[src/rtl/bist_pkg.sv]
package bist_pkg;
  typedef enum logic [1:0] {ST_IDLE, ST_REQ, ST_WAIT} launch_st_e;

  localparam int ADDR_CTRL = 0;
  localparam int ADDR_D0   = 1;
  localparam int ADDR_D1   = 2;

  localparam int OK_BIT    = 11;
  localparam int ERR_BIT   = 10;
  localparam int INIT_LSB  = 8;
  localparam int PAR_LSB   = 2;
  localparam int PAR_W     = 6;
  localparam int PAT_W     = 8;
endpackage

[src/rtl/bist_port_lock.sv]
module bist_port_lock (
  input  logic clk_i,
  input  logic rst_ni,
  input  logic present_i,
  input  logic ready_i,
  input  logic en_i,
  input  logic lock_set_i,
  output logic elig_o
);
  logic en_q, lock_q;

  always_ff @(posedge clk_i or negedge rst_ni) begin
    if (!rst_ni) begin
      en_q   <= 1'b0;
      lock_q <= 1'b0;
    end else begin
      en_q <= en_i;
      if (lock_set_i)           lock_q <= 1'b1;
      else if (en_i && !en_q)   lock_q <= 1'b0;  // release on enable re-assert
    end
  end

  assign elig_o = present_i && ready_i && !lock_q;

  a_r9_lock_holds: assert property (@(posedge clk_i) disable iff (!rst_ni)
    lock_set_i |=> !elig_o);
endmodule

[src/rtl/bist_launch_fsm.sv]
module bist_launch_fsm
  import bist_pkg::*;
#(
  parameter int DW     = 32,
  parameter int PORT_W = 1
) (
  input  logic              clk_i,
  input  logic              rst_ni,
  input  logic              start_i,
  input  logic [PORT_W-1:0] start_port_i,
  input  logic [PAT_W-1:0]  start_pat_i,
  input  logic [DW-1:0]     start_d0_i,
  input  logic [DW-1:0]     start_d1_i,
  input  logic              launch_ready_i,
  input  logic              done_i,
  input  logic              done_err_i,
  output logic              idle_o,
  output logic              launch_valid_o,
  output logic [PORT_W-1:0] launch_port_o,
  output logic [PAT_W-1:0]  launch_pattern_o,
  output logic [DW-1:0]     launch_data0_o,
  output logic [DW-1:0]     launch_data1_o,
  output logic              ok_pulse_o,
  output logic              err_pulse_o
);
  launch_st_e st_q;

  always_ff @(posedge clk_i or negedge rst_ni) begin
    if (!rst_ni) begin
      st_q             <= ST_IDLE;
      launch_port_o    <= '0;
      launch_pattern_o <= '0;
      launch_data0_o   <= '0;
      launch_data1_o   <= '0;
    end else begin
      unique case (st_q)
        ST_IDLE: if (start_i) begin
          st_q             <= ST_REQ;
          launch_port_o    <= start_port_i;
          launch_pattern_o <= start_pat_i;
          launch_data0_o   <= start_d0_i;
          launch_data1_o   <= start_d1_i;
        end
        ST_REQ:  if (launch_ready_i) st_q <= ST_WAIT;
        ST_WAIT: if (done_i)         st_q <= ST_IDLE;
        default: st_q <= ST_IDLE;
      endcase
    end
  end

  assign idle_o         = (st_q == ST_IDLE);
  assign launch_valid_o = (st_q == ST_REQ);
  assign ok_pulse_o     = (st_q == ST_WAIT) && done_i && !done_err_i;
  assign err_pulse_o    = (st_q == ST_WAIT) && done_i &&  done_err_i;

  a_r5_hold_payload: assert property (@(posedge clk_i) disable iff (!rst_ni)
    (launch_valid_o && !launch_ready_i) |=>
      (launch_valid_o && $stable(launch_port_o) && $stable(launch_pattern_o)
       && $stable(launch_data0_o) && $stable(launch_data1_o)));

  a_r6_drop_when_busy: assert property (@(posedge clk_i) disable iff (!rst_ni)
    (start_i && !idle_o) |=> ($stable(launch_port_o) && $stable(launch_data0_o)));
endmodule

[src/rtl/bist_launch_ctrl.sv]
module bist_launch_ctrl
  import bist_pkg::*;
#(
  parameter int NPORT = 2,
  parameter int DW    = 32,
  parameter int AW    = 2,
  localparam int PORT_W = (NPORT > 1) ? $clog2(NPORT) : 1
) (
  input  logic              clk_i,
  input  logic              rst_ni,
  input  logic              reg_we_i,
  input  logic [AW-1:0]     reg_addr_i,
  input  logic [DW-1:0]     reg_wdata_i,
  output logic [DW-1:0]     reg_rdata_o,
  input  logic [NPORT-1:0]  port_present_i,
  input  logic [NPORT-1:0]  port_ready_i,
  input  logic [NPORT-1:0]  port_en_i,
  output logic              launch_valid_o,
  input  logic              launch_ready_i,
  output logic [PORT_W-1:0] launch_port_o,
  output logic [PAT_W-1:0]  launch_pattern_o,
  output logic [DW-1:0]     launch_data0_o,
  output logic [DW-1:0]     launch_data1_o,
  input  logic              done_i,
  input  logic              done_err_i
);
  logic [NPORT-1:0] init_q, rise, elig, lock_set;
  logic [PAR_W-1:0] par_q;
  logic [DW-1:0]    d0_q, d1_q;
  logic             ok_q, err_q;
  logic             ctrl_wr, start;
  logic [PORT_W-1:0] start_port;
  logic             idle, ok_pulse, err_pulse;

  assign ctrl_wr = reg_we_i && (reg_addr_i == AW'(ADDR_CTRL));

  always_ff @(posedge clk_i or negedge rst_ni) begin
    if (!rst_ni) begin
      init_q <= '0;
      par_q  <= '0;
      d0_q   <= '0;
      d1_q   <= '0;
      ok_q   <= 1'b0;
      err_q  <= 1'b0;
    end else begin
      if (ctrl_wr) begin
        init_q <= reg_wdata_i[INIT_LSB +: NPORT];
        par_q  <= reg_wdata_i[PAR_LSB +: PAR_W];
      end
      if (reg_we_i && reg_addr_i == AW'(ADDR_D0)) d0_q <= reg_wdata_i;
      if (reg_we_i && reg_addr_i == AW'(ADDR_D1)) d1_q <= reg_wdata_i;
      // hardware set wins over write-one-to-clear
      ok_q  <= ok_pulse  || (ok_q  && !(ctrl_wr && reg_wdata_i[OK_BIT]));
      err_q <= err_pulse || (err_q && !(ctrl_wr && reg_wdata_i[ERR_BIT]));
    end
  end

  for (genvar p = 0; p < NPORT; p++) begin : g_port
    assign rise[p]     = ctrl_wr && reg_wdata_i[INIT_LSB+p] && !init_q[p];
    assign lock_set[p] = ok_pulse && (launch_port_o == PORT_W'(p));
    bist_port_lock u_lock (
      .clk_i      (clk_i),
      .rst_ni     (rst_ni),
      .present_i  (port_present_i[p]),
      .ready_i    (port_ready_i[p]),
      .en_i       (port_en_i[p]),
      .lock_set_i (lock_set[p]),
      .elig_o     (elig[p])
    );
  end

  // lowest eligible rising port
  always_comb begin
    start      = 1'b0;
    start_port = '0;
    for (int p = NPORT-1; p >= 0; p--) begin
      if (rise[p] && elig[p]) begin
        start      = 1'b1;
        start_port = PORT_W'(p);
      end
    end
  end

  bist_launch_fsm #(.DW(DW), .PORT_W(PORT_W)) u_fsm (
    .clk_i            (clk_i),
    .rst_ni           (rst_ni),
    .start_i          (start),
    .start_port_i     (start_port),
    .start_pat_i      ({par_q, 2'b00}),
    .start_d0_i       (d0_q),
    .start_d1_i       (d1_q),
    .launch_ready_i   (launch_ready_i),
    .done_i           (done_i),
    .done_err_i       (done_err_i),
    .idle_o           (idle),
    .launch_valid_o   (launch_valid_o),
    .launch_port_o    (launch_port_o),
    .launch_pattern_o (launch_pattern_o),
    .launch_data0_o   (launch_data0_o),
    .launch_data1_o   (launch_data1_o),
    .ok_pulse_o       (ok_pulse),
    .err_pulse_o      (err_pulse)
  );

  always_comb begin
    reg_rdata_o = '0;
    unique case (reg_addr_i)
      AW'(ADDR_CTRL): begin
        reg_rdata_o[OK_BIT]               = ok_q;
        reg_rdata_o[ERR_BIT]              = err_q;
        reg_rdata_o[INIT_LSB +: NPORT]    = init_q;
        reg_rdata_o[PAR_LSB +: PAR_W]     = par_q;
      end
      AW'(ADDR_D0): reg_rdata_o = d0_q;
      AW'(ADDR_D1): reg_rdata_o = d1_q;
      default:      reg_rdata_o = '0;
    endcase
  end

  a_r3_launch_on_edge: assert property (@(posedge clk_i) disable iff (!rst_ni)
    $rose(launch_valid_o) |-> $past(ctrl_wr && (|rise)));

  a_r7_ok_flag_set: assert property (@(posedge clk_i) disable iff (!rst_ni)
    ok_pulse |=> ok_q);

  a_r8_err_set_wins: assert property (@(posedge clk_i) disable iff (!rst_ni)
    (err_pulse && ctrl_wr && reg_wdata_i[ERR_BIT]) |=> err_q);

  a_r6_idle_when_valid: assert property (@(posedge clk_i) disable iff (!rst_ni)
    launch_valid_o |-> !idle);
endmodule

[config.mk]
export PLATFORM = sky130hd
export DESIGN_NAME = bist_launch_ctrl
export DESIGN_NICKNAME = d
export VERILOG_FILES = /design/src/rtl/bist_pkg.sv /design/src/rtl/bist_port_lock.sv /design/src/rtl/bist_launch_fsm.sv /design/src/rtl/bist_launch_ctrl.sv
export SDC_FILE = /design/constraint.sdc
export NUM_CORES = 1
export LEC_CHECK = 0
export ABC_CLOCK_PERIOD_IN_PS = 1740
export BUFFER_PORTS_ARGS = -buffer_cell sky130_fd_sc_hd__buf_2
export CAP_MARGIN = 30
export CELL_PAD_IN_SITES_DETAIL_PLACEMENT = 0
export CELL_PAD_IN_SITES_GLOBAL_PLACEMENT = 1
export CORE_MARGIN = 10
export CORE_UTILIZATION = 44
export CTS_CLUSTER_SIZE = 24
export DETAILED_ROUTE_END_ITERATION = 10
export PLACE_DENSITY = 0.91
export SLEW_MARGIN = 25
export SYNTH_ARGS = -nofsm -noshare
export SYNTH_HDL_FRONTEND = slang
export SYNTH_SLANG_ARGS = --single-unit
[constraint.sdc]
create_clock -name clk_i -period 1.74 [get_ports clk_i]
set_input_delay 0.174 -clock clk_i [delete_from_list [all_inputs] [get_ports clk_i]]
set_output_delay 0.174 -clock clk_i [all_outputs]
set_load 0.03 [all_outputs]
==> results.yml <==
placed_design:
  placed_area_mm2: 0.007607
  place_congestion: 0.8163
  place_ws_ns: 0.04764
  io_buffers: 149
  dp.cells: 748
  hpwl_um: 11370
cts:
  cts_sinks: 151
  cts_tree: "yes"
  clkTransAtPathRegs_ns: 0.06
  clock_latency_ns: 0.42
  cts_buffer_depth: 2
  cts_buffers: 17
  cts.htree.levels: 4
  cts-root-buf: "clkbuf_16"
power:
  switching_share_pct: 32.92
  vdd_ir_drop_max_uv: 968.9
  seq_power_share_pct: 39.6
  internal_power_mw: 8.535
  total_power_mw: 12.72
  leakage_nw: 4.347
  power_frac_comb_pct: 29.4
  p_sw_mw: 4.188
  power.share.clock_pct: 31.1
  p_per_area_mw_per_mm2: 1493
critical_path:
  reg2regPathDepth: 5
  r2r-end: "u_fsm.launch_data0_o[26]$_DFFE_PN0P_"
  worst_ep_arrival_time_ns: 1.47
  cp-end-kind: "output port"
  crit_start: "d1_q[8]$_DFFE_PN0P_"
  worstSetupEndpoint: "reg_rdata_o[8]"
  required_ns: 1.57
  r2r-start: "g_port[0].u_lock.lock_q$_DFFE_PN0P_"
  path_max_fanout: 3
  rrSetupSlack_ns: 0.11
  worstSetupPathType: "flip-flop to output port"
  cp-start-kind: "flip-flop"
logic_synthesis:
  synth_area_per_cell_um2: 15.45
  yosysSeqAreaShare_pct: 58.22
  synth_top_cell_by_area: "dfrtp_1"
  ys_top_cells_by_area: "dfrtp_1 58%, mux2_4 16%, mux2_2 13%"
  synth_edf_count: 0
  synth_ff_type: "dfrtp_1"
  synthArstFlopShare_pct: 100.0
  syn_area_mm2: 0.006490
  synth_common_cells: "151 x dfrtp_1, 73 x mux2_2, 69 x mux2_4"
  post-synth-top-count-cell: "dfrtp_1"
  ys_ff_latch: 151
  yosysWarnings: 0
  ys_types: 28
  yosysTopAreaCellShare_pct: 58.22
  postSynthCellCount: 420
sta:
  layout_min_cycle_time_ns: 1.641
  setup-tns-final_ns: 0
  relSlewSlack_pct: 64.02
  worstMarginPinSlew_ns: 0.5356
  whs_ns: 0.01843
  maxSlewViolCount: 0
  max_freq_mhz: 609.5
  fin_ws_ns: 0.09926
  setup-violations-final: 0
  finalCritPeriodShare_pct: 94.30
  hold_violations: 0
  rsz0062_at_grt: "false"
  finClkSkew_ns: 0.005546
cells_and_area:
  fin_cells: 806
  fin_util_pct: 58.85
  fillers: 1129
  regArea_mm2: 0.003779
  antenna_cells: 0
  fin_area_mm2: 0.008521
  nets: 660
  multi_input_area_mm2: 0.002536
  syn2layout_area_growth_pct: 31.29
  layout-drive-gt1-share_pct: 55.79
routing:
  drcViolationCount: 0
  drt_wl_total_um: 16340
  dr.pass1.iters: 4
  vias: 4173
  viasPerCell: 5.177
  wl_per_cell_um: 20.28
  ant_nets: 0
  first_iter_violations: 222
job:
  max-cap-violations: 0
floorplan:
  start_util_pct: 44.82
  ios: 152
  die_h_um: 141.5
  die_x_um: 141.5
  fp-row-count: 44
  die-area_mm2: 0.02001
  core_area_mm2: 0.01448
run_status:
  status: "complete, no violations"
grt:
  antenna_found_initial: 0
  grt_max_degree: 52
  grt_use_total_pct: 16.56
  grt_overflow: 0
  grt_pass1_vias: 4712
  grt_first_pass_wirelength_um: 26110
min_path:
  min_path_cells: 2
  hold_class: "input pin to flip-flop"
==> sequential cells by signal, summed over array words and instances, names as in the netlist <==
register and flops:
d0_q 32, d1_q 32, u_fsm.launch_data0_o 32, u_fsm.launch_data1_o 32
par_q 6, u_fsm.launch_pattern_o 6, g_port.u_lock.en_q 2, g_port.u_lock.lock_q 2
init_q 2, u_fsm.st_q 2, err_q 1, ok_q 1
u_fsm.launch_port_o 1
==> how the worst min path moves through the flow <==
| stage | startpoint | end |
|---|---|---|
| final | reg_wdata_i[18] | d1_q[18]$_DFFE_PN0P_ |
| after global routing | reg_wdata_i[17] | d1_q[17]$_DFFE_PN0P_ |
| after CTS | reg_wdata_i[18] | d1_q[18]$_DFFE_PN0P_ |
| after detailed placement | rst_ni | g_port[1].u_lock.en_q$_DFF_PN0_ |
| after global placement | rst_ni | d0_q[29]$_DFFE_PN0P_ |
| after floorplan | rst_ni | d0_q[0]$_DFFE_PN0P_ |
==> layer usage <==
| layer | wire length, um | global-route usage, % |
|---|---|---|
| met5 | 0 | 0 |
| met4 | 191 | 5.594 |
| met2 | 8208 | 27.26 |
| met3 | 1040 | 5.674 |
| met1 | 6902 | 19.83 |
==> area by class of cell <==
class	instances	share of cell area (%)
Clock buffer	21	5.521
Clock inverter	10	1.982
Inverter	4	0.1762
Multi-Input combinational cell	239	29.77
Sequential cell	151	44.35
Tap cell	184	2.702
Timing Repair Buffer	197	15.51
==> critical path: stages, from the launching register on <==
cell      delay (ns)
dfrtp_1         0.38
a222oi_1        0.35
nor2_1          0.11
buf_2           0.20
==> power by group through the flow <==
stage               sequential, mW  combinational, mW  clock (mW)
finish                        5.04               3.73        3.95
global route                  5.14               3.97        4.18
CTS                           5.03               3.80        4.02
detailed placement            5.07               3.75           0
global placement              5.02               3.65           0
floorplan                     6.04               1.48           0
==> cell families (layout without fill, tap and decap cells) <==
family                   Yosys count  count (layout)  synth area share (%)
AND/OR/NAND/NOR                   49              49                 4.241
buffers and inverters             31             232                 2.834
flip-flops                       151             151                 58.22
AO/OA/AOI/OAI                     42              42                 5.244
other                              1               2               0.05778
multiplexers                     142             142                 28.63
adder cells (fa/ha/maj)            4               4                0.7712
==> repair_timing <==
item | CTS | global route
endpoints found under the hold margin | 87 | 0
hold buffers | 27 | 0
buffers inserted | 0 | 0
gates resized for setup | 0 | 1
setup endpoints to repair | 0 | 2
==> placed cells by master (no fill, tap or decap), types with 2 or more instances in the layout <==
cell           instances
bufinv_16              4
clkbuf_16             17
buf_12                11
a222oi_1              10
clkinvlp_4             3
a22oi_1               22
inv_1                  4
dfrtp_1              151
o21ai_0                3
ha_1                   4
buf_6                  2
buf_4                  9
clkinv_4               2
a21oi_1                2
buf_2                148
nor2b_1               22
nand4b_1               2
a22o_1                 2
conb_1                 2
clkbuf_8               3
nand3_1                2
dlygate4sd3_1         27
nand2b_1               3
nand2_1                2
nand2_2                3
mux2_2                73
mux2_4                69
nor2_1                13
Power figures use the tool's default switching activity.
